===== config.mk =====
export PLATFORM = sky130hd
export DESIGN_NAME = pic_cascade_ack
export DESIGN_NICKNAME = d
export VERILOG_FILES = /design/src/rtl/pic_cas_pkg.sv /design/src/rtl/pic_cas_prio.sv /design/src/rtl/pic_cas_core.sv /design/src/rtl/pic_cascade_ack.sv /design/src/rtl/pic_cas_xlat.sv
export SDC_FILE = /design/constraint.sdc
export NUM_CORES = 1
export LEC_CHECK = 0
export BUFFER_PORTS_ARGS = -buffer_cell sky130_fd_sc_hd__buf_4
export CORE_AREA = 2 2 96 98
export DETAILED_ROUTE_END_ITERATION = 16
export DIE_AREA = 0 0 98 100
export GPL_TIMING_DRIVEN = 0
export HOLD_SLACK_MARGIN = 0.12
export PLACE_DENSITY = 0.79
export SLEW_MARGIN = 0
export SYNTH_ARGS = -nofsm -noshare
export SYNTH_HDL_FRONTEND = slang
export SYNTH_SLANG_ARGS = --single-unit

===== constraint.sdc =====
create_clock -name clk -period 4.2 [get_ports clk]
set_input_delay 0.84 -clock clk [delete_from_list [all_inputs] [get_ports clk]]
set_output_delay 0.84 -clock clk [all_outputs]
set_load 0.1 [all_outputs]

===== src/rtl/pic_cas_pkg.sv =====
package pic_cas_pkg;
  localparam int CTL_LINES = 8;
  localparam int LINE_W = $clog2(CTL_LINES);
  localparam int CASC_LINE = 2;
  localparam int SPUR_LINE = 7;
  localparam logic [7:0] UNPROG_BASE = 8'hFF;

  typedef enum logic [1:0] {
    POLL_MST = 2'd0,
    POLL_SLV = 2'd1,
    POLL_CMB = 2'd2,
    POLL_ALT = 2'd3
  } poll_sel_e;
endpackage


===== src/rtl/pic_cas_prio.sv =====
module pic_cas_prio #(
  parameter int N = 8,
  localparam int LW = $clog2(N)
) (
  input  logic [N-1:0]  pend,
  input  logic [N-1:0]  insvc,
  output logic          vld,
  output logic [LW-1:0] line
);
  int req_idx;
  int svc_idx;

  always_comb begin
    req_idx = N;
    svc_idx = N;
    for (int i = N - 1; i >= 0; i--) begin
      if (pend[i])  req_idx = i;
      if (insvc[i]) svc_idx = i;
    end
    vld  = (req_idx < svc_idx);
    line = LW'(req_idx);
  end
endmodule


===== src/rtl/pic_cas_core.sv =====
module pic_cas_core #(
  parameter int N = 8,
  parameter logic [N-1:0] TRIG_MASK = '1,
  localparam int LW = $clog2(N)
) (
  input  logic          clk,
  input  logic          rst_n,
  input  logic [N-1:0]  irq_in,
  input  logic [N-1:0]  pulse_set,
  input  logic [N-1:0]  trig_cfg,
  input  logic [N-1:0]  imr,
  input  logic          ack_vld,
  input  logic [LW-1:0] ack_line,
  input  logic          clr_vld,
  input  logic [LW-1:0] clr_line,
  input  logic          eoi_vld,
  input  logic [LW-1:0] eoi_line,
  output logic          win_vld,
  output logic [LW-1:0] win_line
);
  localparam logic [N-1:0] ONE = N'(1);

  logic [N-1:0] irr, isr, last_in;
  logic [N-1:0] lvl, rise, ack_oh, clr_oh, eoi_oh, irr_n, isr_n;

  always_comb begin
    lvl    = trig_cfg & TRIG_MASK;
    rise   = irq_in & ~last_in;
    ack_oh = ack_vld ? (ONE << ack_line) : '0;
    clr_oh = clr_vld ? (ONE << clr_line) : '0;
    eoi_oh = eoi_vld ? (ONE << eoi_line) : '0;
    irr_n  = (irr & ~clr_oh & ~(ack_oh & ~lvl)) | rise | pulse_set;
    irr_n  = (irr_n & ~lvl) | (irq_in & lvl);
    isr_n  = (isr & ~clr_oh & ~eoi_oh) | ack_oh;
  end

  always_ff @(posedge clk or negedge rst_n) begin
    if (!rst_n) begin
      irr     <= '0;
      isr     <= '0;
      last_in <= '0;
    end else begin
      irr     <= irr_n;
      isr     <= isr_n;
      last_in <= irq_in;
    end
  end

  pic_cas_prio #(.N(N)) u_prio (
    .pend  (irr & ~imr),
    .insvc (isr),
    .vld   (win_vld),
    .line  (win_line)
  );


  ack_marks_svc_chk: assert property (@(posedge clk) disable iff (!rst_n)
    ack_vld |=> isr[$past(ack_line)]);


  eoi_clears_svc_chk: assert property (@(posedge clk) disable iff (!rst_n)
    (eoi_vld && !(ack_vld && ack_line == eoi_line)) |=> !isr[$past(eoi_line)]);


  no_win_without_pend_chk: assert property (@(posedge clk) disable iff (!rst_n)
    win_vld |-> (irr[win_line] && !imr[win_line]));
endmodule


===== src/rtl/pic_cascade_ack.sv =====
module pic_cascade_ack
  import pic_cas_pkg::*;
#(
  parameter logic [7:0] MST_TRIG_MASK = 8'hF8,
  parameter logic [7:0] SLV_TRIG_MASK = 8'hDE
) (
  input  logic        clk,
  input  logic        rst_n,
  input  logic [15:0] irq_lines,
  input  logic [15:0] trig_cfg,
  input  logic [7:0]  mst_imr,
  input  logic [7:0]  slv_imr,
  input  logic [7:0]  mst_base,
  input  logic [7:0]  slv_base,
  input  logic        eoi_valid,
  input  logic        eoi_slave,
  input  logic [2:0]  eoi_line,
  input  logic        ack_req,
  input  logic        poll_req,
  input  logic [1:0]  poll_sel,
  output logic        int_out,
  output logic        vec_valid,
  output logic [7:0]  vec_out,
  output logic        poll_valid,
  output logic [7:0]  poll_data,
  output logic        mst_rd_isr,
  input  logic [3:0]  xlat_line,
  output logic [7:0]  xlat_vec,
  output logic        xlat_ok
);
  localparam logic [CTL_LINES-1:0] CASC_OH = CTL_LINES'(1) << CASC_LINE;
  localparam logic [LINE_W-1:0] CASC_L = LINE_W'(CASC_LINE);
  localparam logic [LINE_W-1:0] SPUR_L = LINE_W'(SPUR_LINE);

  logic              m_vld, s_vld, m_casc;
  logic [LINE_W-1:0] m_line, s_line, s_ans;
  logic              do_ack, do_poll, poll_m, slv_path, cmb_sel;
  logic              m_ack_vld, s_ack_vld, m_clr_vld, s_clr_vld, s_busy;
  logic [LINE_W-1:0] m_clr_line;
  logic [CTL_LINES-1:0] m_pulse;
  logic [7:0]        vec_n, poll_n;
  poll_sel_e         psel;

  always_comb begin
    psel      = poll_sel_e'(poll_sel);
    cmb_sel   = (psel == POLL_CMB);
    do_ack    = ack_req;
    do_poll   = poll_req && !ack_req;
    m_casc    = m_vld && (m_line == CASC_L);
    s_ans     = s_vld ? s_line : SPUR_L;
    poll_m    = do_poll && (psel != POLL_SLV);
    slv_path  = do_poll && ((psel == POLL_SLV) || (cmb_sel && m_casc));
    m_ack_vld = do_ack && m_vld;
    s_ack_vld = do_ack && m_casc && s_vld;
    s_clr_vld = slv_path && s_vld;
    m_clr_vld = (poll_m && m_vld) || s_clr_vld;
    m_clr_line = (poll_m && m_vld) ? m_line : CASC_L;
    s_busy    = s_ack_vld || s_clr_vld;
    m_pulse   = (s_vld && !s_busy) ? CASC_OH : '0;

    if (!m_vld)      vec_n = mst_base + 8'(SPUR_L);
    else if (m_casc) vec_n = slv_base + 8'(s_ans);
    else             vec_n = mst_base + 8'(m_line);

    if (psel == POLL_SLV)     poll_n = 8'(s_ans);
    else if (cmb_sel && m_casc) poll_n = 8'(CTL_LINES) + 8'(s_ans);
    else                      poll_n = 8'(m_vld ? m_line : SPUR_L);
  end

  pic_cas_core #(.N(CTL_LINES), .TRIG_MASK(MST_TRIG_MASK)) u_mst (
    .clk       (clk),
    .rst_n     (rst_n),
    .irq_in    (irq_lines[7:0] & ~CASC_OH),
    .pulse_set (m_pulse),
    .trig_cfg  (trig_cfg[7:0]),
    .imr       (mst_imr),
    .ack_vld   (m_ack_vld),
    .ack_line  (m_line),
    .clr_vld   (m_clr_vld),
    .clr_line  (m_clr_line),
    .eoi_vld   (eoi_valid && !eoi_slave),
    .eoi_line  (eoi_line),
    .win_vld   (m_vld),
    .win_line  (m_line)
  );

  pic_cas_core #(.N(CTL_LINES), .TRIG_MASK(SLV_TRIG_MASK)) u_slv (
    .clk       (clk),
    .rst_n     (rst_n),
    .irq_in    (irq_lines[15:8]),
    .pulse_set ('0),
    .trig_cfg  (trig_cfg[15:8]),
    .imr       (slv_imr),
    .ack_vld   (s_ack_vld),
    .ack_line  (s_line),
    .clr_vld   (s_clr_vld),
    .clr_line  (s_line),
    .eoi_vld   (eoi_valid && eoi_slave),
    .eoi_line  (eoi_line),
    .win_vld   (s_vld),
    .win_line  (s_line)
  );

  pic_cas_xlat u_xlat (
    .line     (xlat_line),
    .mst_base (mst_base),
    .slv_base (slv_base),
    .vec      (xlat_vec),
    .ok       (xlat_ok)
  );

  assign int_out = m_vld;

  always_ff @(posedge clk or negedge rst_n) begin
    if (!rst_n) begin
      vec_valid  <= 1'b0;
      vec_out    <= '0;
      poll_valid <= 1'b0;
      poll_data  <= '0;
      mst_rd_isr <= 1'b0;
    end else begin
      vec_valid  <= do_ack;
      poll_valid <= do_poll;
      if (do_ack)  vec_out   <= vec_n;
      if (do_poll) poll_data <= poll_n;
      if (do_poll && cmb_sel) mst_rd_isr <= 1'b1;
    end
  end


  one_result_chk: assert property (@(posedge clk) disable iff (!rst_n)
    !(vec_valid && poll_valid));


  mst_spur_chk: assert property (@(posedge clk) disable iff (!rst_n)
    (ack_req && !m_vld) |=> (vec_valid && vec_out == $past(mst_base) + 8'd7));


  slv_spur_chk: assert property (@(posedge clk) disable iff (!rst_n)
    (ack_req && m_casc && !s_vld) |=> (vec_out == $past(slv_base) + 8'd7));


  xlat_casc_chk: assert property (@(posedge clk) disable iff (!rst_n)
    (xlat_line == 4'd2) |-> !xlat_ok);
endmodule


===== src/rtl/pic_cas_xlat.sv =====
module pic_cas_xlat
  import pic_cas_pkg::*;
(
  input  logic [3:0] line,
  input  logic [7:0] mst_base,
  input  logic [7:0] slv_base,
  output logic [7:0] vec,
  output logic       ok
);
  logic       hi;
  logic [7:0] base;

  always_comb begin
    hi   = line[3];
    base = hi ? slv_base : mst_base;
    vec  = base + {5'd0, line[2:0]};
    ok   = (base != UNPROG_BASE) && !(!hi && line[2:0] == 3'(CASC_LINE));
  end
endmodule


==> summary.txt, run 1 <==
initial core utilization -> 0.480
min cycle time layout -> 4040 ps
final setup vio count -> 0
hpwl dp -> 8.98 mm
routed wire length -> 11.9 mm
fin crit share -> 0.962
CTS Hold Bufs -> 0
CTS Buf Count -> 9
TritonCTS clock tree -> yes
Synth area leader -> dfrtp_1
placed cell count -> 704
Worst setup EP type -> primary output
detail-routed via count per cell -> 5.86
Final TNS setup -> 0 ps
WS Path Type -> primary input to primary output
antenna diode count -> 0
Final #Nets -> 704
status -> finished clean
CP startpoint -> mst_imr[4]
Initial DRC Count -> 348
Post-synth EDFFs -> 0
Max IR drop VDD -> 0.356 mV
WHS -> 458 ps
max cap viols -> 0
Cells after Synth -> 494
Slew Limit Fails -> 0
most frequent cells in the layout -> buf_4, dfrtp_1, nor2_1, nand2_1, inv_1
Slew @ Worst Pin -> 1140 ps
clock skew -> 15.9 ps
Layout Cells excl Fill -> 724
total grt overflow -> 0
worst-path fanout max -> 10
Finished Cell Area -> 5520 um^2
HP Class -> flop to flop
f_max -> 0.247 GHz
ys async rst share -> 1.00
Final Power -> 3.78 mW
Die X -> 98 um
root buffer cell -> clkbuf_8
dpl cell area -> 5190 um^2
share of cells above drive strength 1 -> 0.277
post-synthesis cell area -> 4270 um^2
critical-path cell list -> buf_4 > nand2b_1 > o211ai_1 > a21o_1 > inv_2 > ha_1 > nor3_2 > nor3_1 > a211oi_2 > nand2_1 > buf_2 > inv_2 > buf_4 > buf_6
H-tree depth -> 3
Clock Sink Count -> 62
number of cells on the critical path -> 14
Max stage delay on crit path -> 320 ps
die height -> 100 um
worst setup margin -> 158 ps
FP Rows -> 35
Core ar. -> 8890 um^2
r2r setup slk -> 440 ps
die area -> 9800 um^2
post-synthesis compound-gate area fraction -> 0.243
vias -> 4,240
Slowest-stage cell, CP -> a211oi_2
most common cell after layout, fill and taps aside -> buf_4
Layout area overhead -> 29.5%
Layout fillers -> 767
gpl congestion -> 0.928
GR Util All Layers -> 0.243
DRT antenna net count -> 0
worst-skew pair later-pin latency -> 350 ps
startpoint types -> primary input
# IOs -> 108
crit path buf inv count -> 6
largest net degree at the start of global routing -> 63
WP data arrival -> 3200 ps
Fin. Hold Viols -> 0
Worst R2R Start -> u_slv.irr[2]
WP data required -> 3360 ps
Port Buffers -> 96
fraction of the mapped netlist area in simple logic gates -> 0.225
largest family of logic cells by synthesized area -> compound AO/OA/AOI/OAI gates
sequential-to-total area share from yosys stat -> 0.364
Power Dens Cells -> 684 nW/um^2
CP top delay family -> buffers and inverters
Primary FF master, synth -> dfrtp_1
unrepaired setup endpoints after global routing -> true
clk buf depth -> 2
residual DRC count -> 0
antenna violations before repair -> 0
syn avg cell area -> 8.63 um^2
Post-Synth Adder-Cell Area -> 0.0575
XOR/XNOR Fraction of Synth Area -> 0.0431
Yosys reg bits -> 62
Synth top area share -> 0.364
vias in the first global route -> 4,106
slew margin rel. -> 0.234
Min-Delay Startpoint -> u_slv.last_in[5]
clock input transition at the sequential cells of the worst setup and hold paths -> 90 ps
largest cells by area after synthesis -> dfrtp_1, ha_1, nand2b_1, o21ai_0, nand2_1
first-pass detailed-route iteration total -> 5
hold depth -> 1
leakage power -> 2.51 nW
Yosys cell types -> 67
drt wl/cell -> 16.4 um
Reg2Reg Depth -> 18
wire length of the first global-routing pass -> 19.4 mm
yosys warns -> 0
mux share of post-synthesis cell area -> 0.0167
Place WS -> -761 ps
Util after Layout -> 0.621
power breakdown:
part           internal, mW  switching [mW]  total (mW)
combinational         0.817            1.55        2.36
clock                 0.281           0.270       0.551
sequential            0.739           0.125       0.864
cells in the mapped netlist, drive strengths merged, types with 6 or more instances:
cell and number:
nand3 19, nor2b 11, a31o 8, dfrtp 62, inv 36, nor3 18
xor2 7, nand2 39, nor2 39, a21oi 17, nand2b 28, nor4 6
buf 8, a211oi 7, o211ai 10, o22ai 8, mux2i 6, ha 14
o21ai 40, xnor2 14, clkbuf 6, a31oi 13
cells by family (layout without fill, tap and decap cells):
family,Yosys count,after routing
other cells,1,4
buf+inv,51,167
mux,7,7
fa+ha+maj,18,18
compound gates,150,150
flops,62,62
xor+xnor,21,21
simple gates,184,184
registers in the layout, summed over array words and instances (netlist names):
register       cells
mst_rd_isr         1
u_mst.last_in      7
vec_valid          1
u_mst.irr          8
u_slv.last_in      8
poll_valid         1
vec_out            8
u_slv.isr          8
u_slv.irr          8
u_mst.isr          8
poll_data          4
timing repair:
item | 4_1_cts | 5_1_grt
pin swaps | 2 | 6
setup buffers | 2 | 3
setup endpoints to repair | 6 | 7
resized for setup | 6 | 14
worst paths after layout:
path / endpoint
worst max register to register: vec_out[4]
worst min-delay path: u_slv.irr[5]
min in group asynchronous: u_slv.last_in[5]
worst max-delay path: int_out
max in group asynchronous: u_slv.irr[0]
worst min register to register: u_slv.irr[5]
cell type report:
| type | instances | area [um^2] | area share |
|---|---|---|---|
| Clock buffer | 9 | 124 | 0.0224 |
| Buffer | 13 | 81.3 | 0.0147 |
| Inverter | 37 | 139 | 0.0251 |
| Clock inverter | 7 | 80.1 | 0.0145 |
| Tap cell | 111 | 139 | 0.0251 |
| Sequential cell | 62 | 1550 | 0.281 |
| Multi-Input combinational cell | 384 | 2650 | 0.479 |
| Timing Repair Buffer | 101 | 762 | 0.138 |
routing by layer:
metal,part of all wire,GRT usage,vias to the layer above
met5,0,0,-
met4,0.015,0.0598,0
met3,0.077,0.0522,22
met2,0.47,0.410,209
met1,0.44,0.323,1983
li1,-,-,2026
Note: power is estimated with default switching activity, not from simulation.
==> run 2, diff against run 1 <==
--- a/config.mk
+++ b/config.mk
@@ -6,12 +6,12 @@
 export NUM_CORES = 1
 export LEC_CHECK = 0
 export BUFFER_PORTS_ARGS = -buffer_cell sky130_fd_sc_hd__buf_4
-export CORE_AREA = 2 2 96 98
+export CORE_AREA = 2 2 101 103
 export DETAILED_ROUTE_END_ITERATION = 16
-export DIE_AREA = 0 0 98 100
+export DIE_AREA = 0 0 103 105
 export GPL_TIMING_DRIVEN = 0
 export HOLD_SLACK_MARGIN = 0.12
-export PLACE_DENSITY = 0.79
+export PLACE_DENSITY = 0.73
 export SLEW_MARGIN = 0
 export SYNTH_ARGS = -nofsm -noshare
 export SYNTH_HDL_FRONTEND = slang
==> run 2 against run 1 <==
  * Sequential power about the same
  * Worst setup slack better by 26 ps
  * Global-route usage down 1.6 points
  * Combinational power up 4%
  * Non-clock buffer count up 6
  * Register-to-register slack about the same
  * Utilization down 4.4 points
  * Critical endpoint is now vec_out[4]
  * Clock skew up 4.0 ps
  * Critical path depth up 4
  * Clock power down 3%
==> summary.txt, run 2 (synthesized netlist as in run 1, its figures left out) <==
Worst setup EP type -> flop (was primary output)
worst-skew pair later-pin latency -> 350 ps (about the same)
routing usage on met1 -> 0.299 (was 0.323)
wire length of the first global-routing pass -> 19.6 mm (was 19.4 mm)
gpl congestion -> 0.897 (was 0.928)
register area -> 1550 um^2 (unchanged)
Power Dens Cells -> 693 nW/um^2 (was 684 nW/um^2)
clock input transition at the sequential cells of the worst setup and hold paths -> 70 ps (was 90 ps)
CP top delay family -> compound AO/OA/AOI/OAI gates (was buffers and inverters)
most frequent CP cell -> nand2b_1
first-pass detailed-route iteration total -> 6 (was 5)
Die X -> 103 um (was 98 um)
TritonCTS clock tree -> yes (unchanged)
CTS Buf Count -> 9 (unchanged)
vias -> 4,289 (was 4,240)
Min-Delay Startpoint -> u_slv.last_in[0] (was u_slv.last_in[5])
total grt overflow -> 0 (unchanged)
antenna diode count -> 0 (unchanged)
Util after Layout -> 0.577 (was 0.621)
leakage power -> 2.52 nW (was 2.51 nW)
crit path buf inv count -> 3 (was 6)
largest net degree at the start of global routing -> 63 (unchanged)
GRT busiest layer -> met2 (unchanged)
initial core utilization -> 0.442 (was 0.480)
hpwl dp -> 9.17 mm (was 8.98 mm)
Final Power -> 3.86 mW (was 3.78 mW)
final setup vio count -> 0 (unchanged)
clock skew -> 19.9 ps (was 15.9 ps)
Initial DRC Count -> 286 (was 348)
f_max -> 0.249 GHz (was 0.247 GHz)
combinational power share -> 0.638 (was 0.625)
die height -> 105 um (was 100 um)
HP Class -> flop to flop (unchanged)
Clock power frac -> 0.138 (was 0.146)
worst-path fanout max -> 6 (was 10)
slew margin rel. -> 0.266 (was 0.234)
status -> finished clean (unchanged)
residual DRC count -> 0 (unchanged)
Core ar. -> 9640 um^2 (was 8890 um^2)
switch share -> 0.504 (was 0.514)
startpoint types -> primary input (unchanged)
die area -> 10,800 um^2 (was 9800 um^2)
met2 Track Usage GR -> 0.369 (was 0.410)
placed cell count -> 726 (was 704)
Layout Cells excl Fill -> 751 (was 724)
Final TNS setup -> 0 ps (unchanged)
routed wire length -> 12.2 mm (was 11.9 mm)
Port Buffers -> 96 (unchanged)
FP Rows -> 36 (was 35)
root buffer cell -> clkbuf_8 (unchanged)
WP data arrival -> 4230 ps (was 3200 ps)
Max IR drop VDD -> 0.533 mV (was 0.356 mV)
critical-path cell list -> buf_4 > nand2b_1 > nand4_1 > nand2b_1 > inv_1 > ha_1 > o21a_1 > a31o_2 > a211o_1 > buf_6 > ha_2 > fa_2 > and2_4 > o21ai_2 > xnor2_1 > nor2_1 > nor3_1 > a221o_1 (was buf_4 > nand2b_1 > o211ai_1 > a21o_1 > inv_2 > ha_1 > nor3_2 > nor3_1 > a211oi_2 > nand2_1 > buf_2 > inv_2 > buf_4 > buf_6)
net switching power figure -> 1.95 mW (was 1.94 mW)
Finished Cell Area -> 5570 um^2 (was 5520 um^2)
CP startpoint -> slv_imr[0] (was mst_imr[4])
Slew Limit Fails -> 0 (unchanged)
Layout fillers -> 882 (was 767)
Place WS -> -813 ps (was -761 ps)
multi-input logic area -> 2610 um^2 (was 2650 um^2)
detail-routed via count per cell -> 5.71 (was 5.86)
GR Layer Usage met3 -> 0.0468 (was 0.0522)
fin crit share -> 0.956 (was 0.962)
antenna violations before repair -> 0 (unchanged)
most common cell after layout, fill and taps aside -> buf_4 (unchanged)
min cycle time layout -> 4020 ps (was 4040 ps)
Layout area overhead -> 30.5% (was 29.5%)
Final #Nets -> 710 (was 704)
Max stage delay on crit path -> 370 ps (was 320 ps)
worst setup margin -> 184 ps (was 158 ps)
H-tree depth -> 3 (unchanged)
clk buf depth -> 2 (unchanged)
vias in the first global route -> 4,231 (was 4,106)
max cap viols -> 0 (unchanged)
WS Path Type -> primary input to flop (was primary input to primary output)
Slowest-stage cell, CP -> fa_2 (was a211oi_2)
sequential share of power -> 0.223 (was 0.229)
drt wl/cell -> 16.2 um (was 16.4 um)
Worst R2R Start -> u_slv.irr[0] (was u_slv.irr[2])
most frequent cells in the layout -> buf_4, dfrtp_1, nor2_1, nand2_1, inv_1 (unchanged)
Fin. Hold Viols -> 0 (unchanged)
Int Power -> 1.91 mW (was 1.84 mW)
dpl cell area -> 5220 um^2 (was 5190 um^2)
Clock Sink Count -> 62 (unchanged)
WHS -> 436 ps (was 458 ps)
# IOs -> 108 (unchanged)
GR Util All Layers -> 0.227 (was 0.243)
Slew @ Worst Pin -> 1090 ps (was 1140 ps)
share of cells above drive strength 1 -> 0.278 (was 0.277)
WP data required -> 4420 ps (was 3360 ps)
DRT antenna net count -> 0 (unchanged)
CTS Hold Bufs -> 0 (unchanged)
-- run 2: layout make-up --
type	count	share of cell area
well taps	133	0.0299
inverters	37	0.0249
plain buffers	13	0.0151
clock inverters	5	0.0106
repair buffers	107	0.147
flip-flops and latches	62	0.279
multi-input cells	384	0.470
clock buffers	10	0.0247
-- run 2: worst paths after layout --
path	endpoint	slack, ps	depth (start not counted)
worst min-delay path	u_slv.irr[0]	440	1
max in group asynchronous	u_mst.isr[3]	3080	1
min in group asynchronous	u_slv.last_in[1]	580	1
worst max-delay path	vec_out[4]	180	18
worst min register to register	u_slv.irr[0]	440	1
worst max register to register	vec_out[4]	450	17
-- run 2: per-layer routing --
layer | vias to the layer above | wire length (um)
met5 | - | 0
met3 | 20 | 897
met1 | 2026 | 5170
met2 | 197 | 5860
li1 | 2046 | -
met4 | 0 | 225
-- run 2: timing repair --
item	CTS	global route
endpoints found under the setup margin	6	8
cloned	0	0
buffers inserted	2	9
gates resized for setup	3	15
pin swaps	2	8
-- run 2: power groups by stage --
stage | clock, mW | sequential, mW | combinational [mW]
6_report | 0.534 | 0.861 | 2.46
5_1_grt | 0.568 | 0.876 | 2.64
4_1_cts | 0.541 | 0.855 | 2.23
3_5_place_dp | 0 | 0.866 | 2.19
3_3_place_gp | 0 | 0.857 | 2.15
2_1_floorplan | 0 | 1.23 | 1.30
==> run 3, diff against run 2 <==
--- a/config.mk
+++ b/config.mk
@@ -5,7 +5,7 @@
 export SDC_FILE = /design/constraint.sdc
 export NUM_CORES = 1
 export LEC_CHECK = 0
-export BUFFER_PORTS_ARGS = -buffer_cell sky130_fd_sc_hd__buf_4
+export BUFFER_PORTS_ARGS = -buffer_cell sky130_fd_sc_hd__buf_2
 export CORE_AREA = 2 2 101 103
 export DETAILED_ROUTE_END_ITERATION = 16
 export DIE_AREA = 0 0 103 105
==> constraint.sdc (replaced) <==
create_clock -name clk -period 3.97 [get_ports clk]
set_input_delay 0.794 -clock clk [delete_from_list [all_inputs] [get_ports clk]]
set_output_delay 0.794 -clock clk [all_outputs]
set_load 0.1 [all_outputs]
==> run 3 against run 2 <==
  * Via count increased by 0.23%
  * Count of clock-buffer cells in the layout increased by 3
  * Cell count increased by 0.40%
  * Global-route usage decreased by 0.13 points
  * Clock power increased by 7.5%
  * Worst setup slack got worse by 130 ps
  * Largest cell class unchanged
  * Die area unchanged
==> summary.txt, run 3 (synthesized netlist as in run 1, its figures left out) <==
final setup vio count -> 0 (unchanged)
Slowest-stage cell, CP -> a211o_1 (was fa_2)
Port Buffers -> 96 (unchanged)
Max IR drop VDD -> 0.736 mV (was 0.533 mV)
slew margin rel. -> 0.215 (was 0.266)
Core ar. -> 9640 um^2 (unchanged)
WP data required -> 4200 ps (was 4420 ps)
hpwl dp -> 9.04 mm (was 9.17 mm)
vias -> 4,299 (was 4,289)
clock skew -> 8.84 ps (was 19.9 ps)
Clock power frac -> 0.140 (was 0.138)
Initial DRC Count -> 285 (was 286)
antenna diode count -> 0 (unchanged)
Slew Limit Fails -> 0 (unchanged)
initial core utilization -> 0.442 (unchanged)
combinational power share -> 0.639 (was 0.638)
Layout fillers -> 904 (was 882)
drt wl/cell -> 16.0 um (was 16.2 um)
status -> finished clean (unchanged)
TritonCTS clock tree -> yes (unchanged)
Int Power -> 2.05 mW (was 1.91 mW)
# IOs -> 108 (unchanged)
min cycle time layout -> 3920 ps
sequential share of power -> 0.221 (was 0.223)
Die X -> 103 um (unchanged)
Final #Nets -> 712 (was 710)
Fin. Hold Viols -> 0 (unchanged)
max cap viols -> 0 (unchanged)
CTS Buf Count -> 9 (unchanged)
HP Class -> flop to flop (unchanged)
worst-skew pair later-pin latency -> 340 ps (was 350 ps)
Power Dens Cells -> 752 nW/um^2 (was 693 nW/um^2)
vias in the first global route -> 4,137 (was 4,231)
worst setup margin -> 52.9 ps (was 184 ps)
clock input transition at the sequential cells of the worst setup and hold paths -> 70 ps (about the same)
share of cells above drive strength 1 -> 0.303 (was 0.278)
die height -> 105 um (unchanged)
unrepaired setup endpoints after global routing -> true
GR Util All Layers -> 0.226 (was 0.227)
worst-path fanout max -> 5 (was 6)
f_max -> 0.255 GHz
H-tree depth -> 3 (unchanged)
Clock Sink Count -> 62 (unchanged)
dpl cell area -> 5020 um^2 (was 5220 um^2)
WP data arrival -> 4150 ps (was 4230 ps)
wire length of the first global-routing pass -> 19.6 mm (about the same)
crit path buf inv count -> 3 (unchanged)
Layout area overhead -> 28.0% (was 30.5%)
Final TNS setup -> 0 ps (unchanged)
net switching power figure -> 2.06 mW (was 1.95 mW)
critical-path cell list -> buf_6 > nand2b_4 > nand2_2 > a21oi_2 > o211ai_1 > inv_1 > ha_2 > nor4_2 > o21ai_1 > a31o_2 > a211o_1 > buf_8 > ha_4 > fa_2 > and2_4 > o21ai_4 > xnor2_1 > nor2_1 > nor3_2 > a221o_1 (was buf_4 > nand2b_1 > nand4_1 > nand2b_1 > inv_1 > ha_1 > o21a_1 > a31o_2 > a211o_1 > buf_6 > ha_2 > fa_2 > and2_4 > o21ai_2 > xnor2_1 > nor2_1 > nor3_1 > a221o_1)
FP Rows -> 36 (unchanged)
Max stage delay on crit path -> 350 ps (was 370 ps)
antenna violations before repair -> 0 (unchanged)
Slew @ Worst Pin -> 1170 ps (was 1090 ps)
clk buf depth -> 2 (unchanged)
startpoint types -> primary input (unchanged)
Worst setup EP type -> flop (unchanged)
detail-routed via count per cell -> 5.70 (was 5.71)
gpl congestion -> 0.885 (was 0.897)
switch share -> 0.502 (was 0.504)
first-pass detailed-route iteration total -> 5 (was 6)
DRT antenna net count -> 0 (unchanged)
residual DRC count -> 0 (unchanged)
CP top delay family -> compound AO/OA/AOI/OAI gates (unchanged)
Finished Cell Area -> 5460 um^2 (was 5570 um^2)
routed wire length -> 12.0 mm (was 12.2 mm)
Place WS -> -802 ps (was -813 ps)
WS Path Type -> primary input to flop (unchanged)
total grt overflow -> 0 (unchanged)
largest net degree at the start of global routing -> 63 (unchanged)
most common cell after layout, fill and taps aside -> buf_2 (was buf_4)
die area -> 10,800 um^2 (unchanged)
fin crit share -> 0.987
root buffer cell -> clkbuf_8 (unchanged)
leakage power -> 2.50 nW (was 2.52 nW)
most frequent cells in the layout -> buf_2, dfrtp_1, nor2_1, nand2_1, inv_1 (was buf_4, dfrtp_1, nor2_1, nand2_1, inv_1)
run 3: changes by cell type in the layout (fill, tap and decap cells not counted), moves of 6 or more:
cell	before	now
buf_4	110	21
buf_2	1	90
nand2b_4	1	7
nand2b_1	27	19
run 3: area by class of cell:
type	count	area (um^2)	share of cell area
Clock inverter	3	42.5	0.00779
Tap cell	133	166	0.0305
Buffer	14	100	0.0183
Sequential cell	62	1550	0.284
Multi-Input combinational cell	384	2700	0.494
Clock buffer	13	159	0.0291
Timing Repair Buffer	108	604	0.111
Inverter	37	141	0.0259
run 3: repair_timing:
action                                  4_1_cts  5_1_grt
setup buffers                                 3        9
hold endpoints to repair                      0        0
endpoints found under the setup margin       10        9
pin swaps                                     3       17
hold buffers                                  0        0
gates resized for setup                      13       27
run 3: per-stage QoR:
step,std cells,utilization,power (mW),hold WS [ps]
2_1_floorplan,497,-,2.72,409
3_3_place_gp,726,0.521,3.15,420
3_5_place_dp,726,0.521,3.20,426
4_1_cts,745,0.549,3.87,441
5_1_grt,754,0.567,4.37,478
6_report,754,0.567,4.11,442
run 3: routing by layer:
| layer | vias up | GRT usage | routed length (um) | share of wire |
|---|---|---|---|---|
| met1 | 2065 | 0.318 | 5440 | 0.45 |
| met3 | 11 | 0.0415 | 780 | 0.065 |
| met5 | - | 0 | 0 | 0 |
| met4 | 0 | 0.0724 | 114 | 0.0095 |
| met2 | 170 | 0.350 | 5700 | 0.47 |
| li1 | 2053 | - | - | - |
run 3: final timing paths:
path	from	endpoint	slack [ps]	cells past startpoint
worst max-delay path	slv_imr[5]	vec_out[4]	50	20
worst min-delay path	u_slv.last_in[0]	u_slv.irr[0]	440	1
worst max register to register	u_slv.irr[6]	vec_out[4]	240	18
worst min register to register	u_slv.last_in[0]	u_slv.irr[0]	440	1
max in group asynchronous	rst_n	vec_valid	2930	1
min in group asynchronous	rst_n	u_slv.irr[6]	510	1
run 3: power groups by stage:
stage	logic (mW)	clock network (mW)	registers, mW
6_report	2.63	0.574	0.910
5_1_grt	2.82	0.618	0.930
3_3_place_gp	2.25	0	0.904
3_5_place_dp	2.30	0	0.908
4_1_cts	2.38	0.588	0.902
2_1_floorplan	1.42	0	1.30
run 3: worst register-to-register path, delay by kind of cell (launching register included):
kind	cells	cell delay, ps
AO/OA/AOI/OAI	7	1540
adder cells (fa/ha/maj)	3	720
AND/OR/NAND/NOR	5	630
flip-flops	1	380
buffers and inverters	2	260
XOR/XNOR	1	90
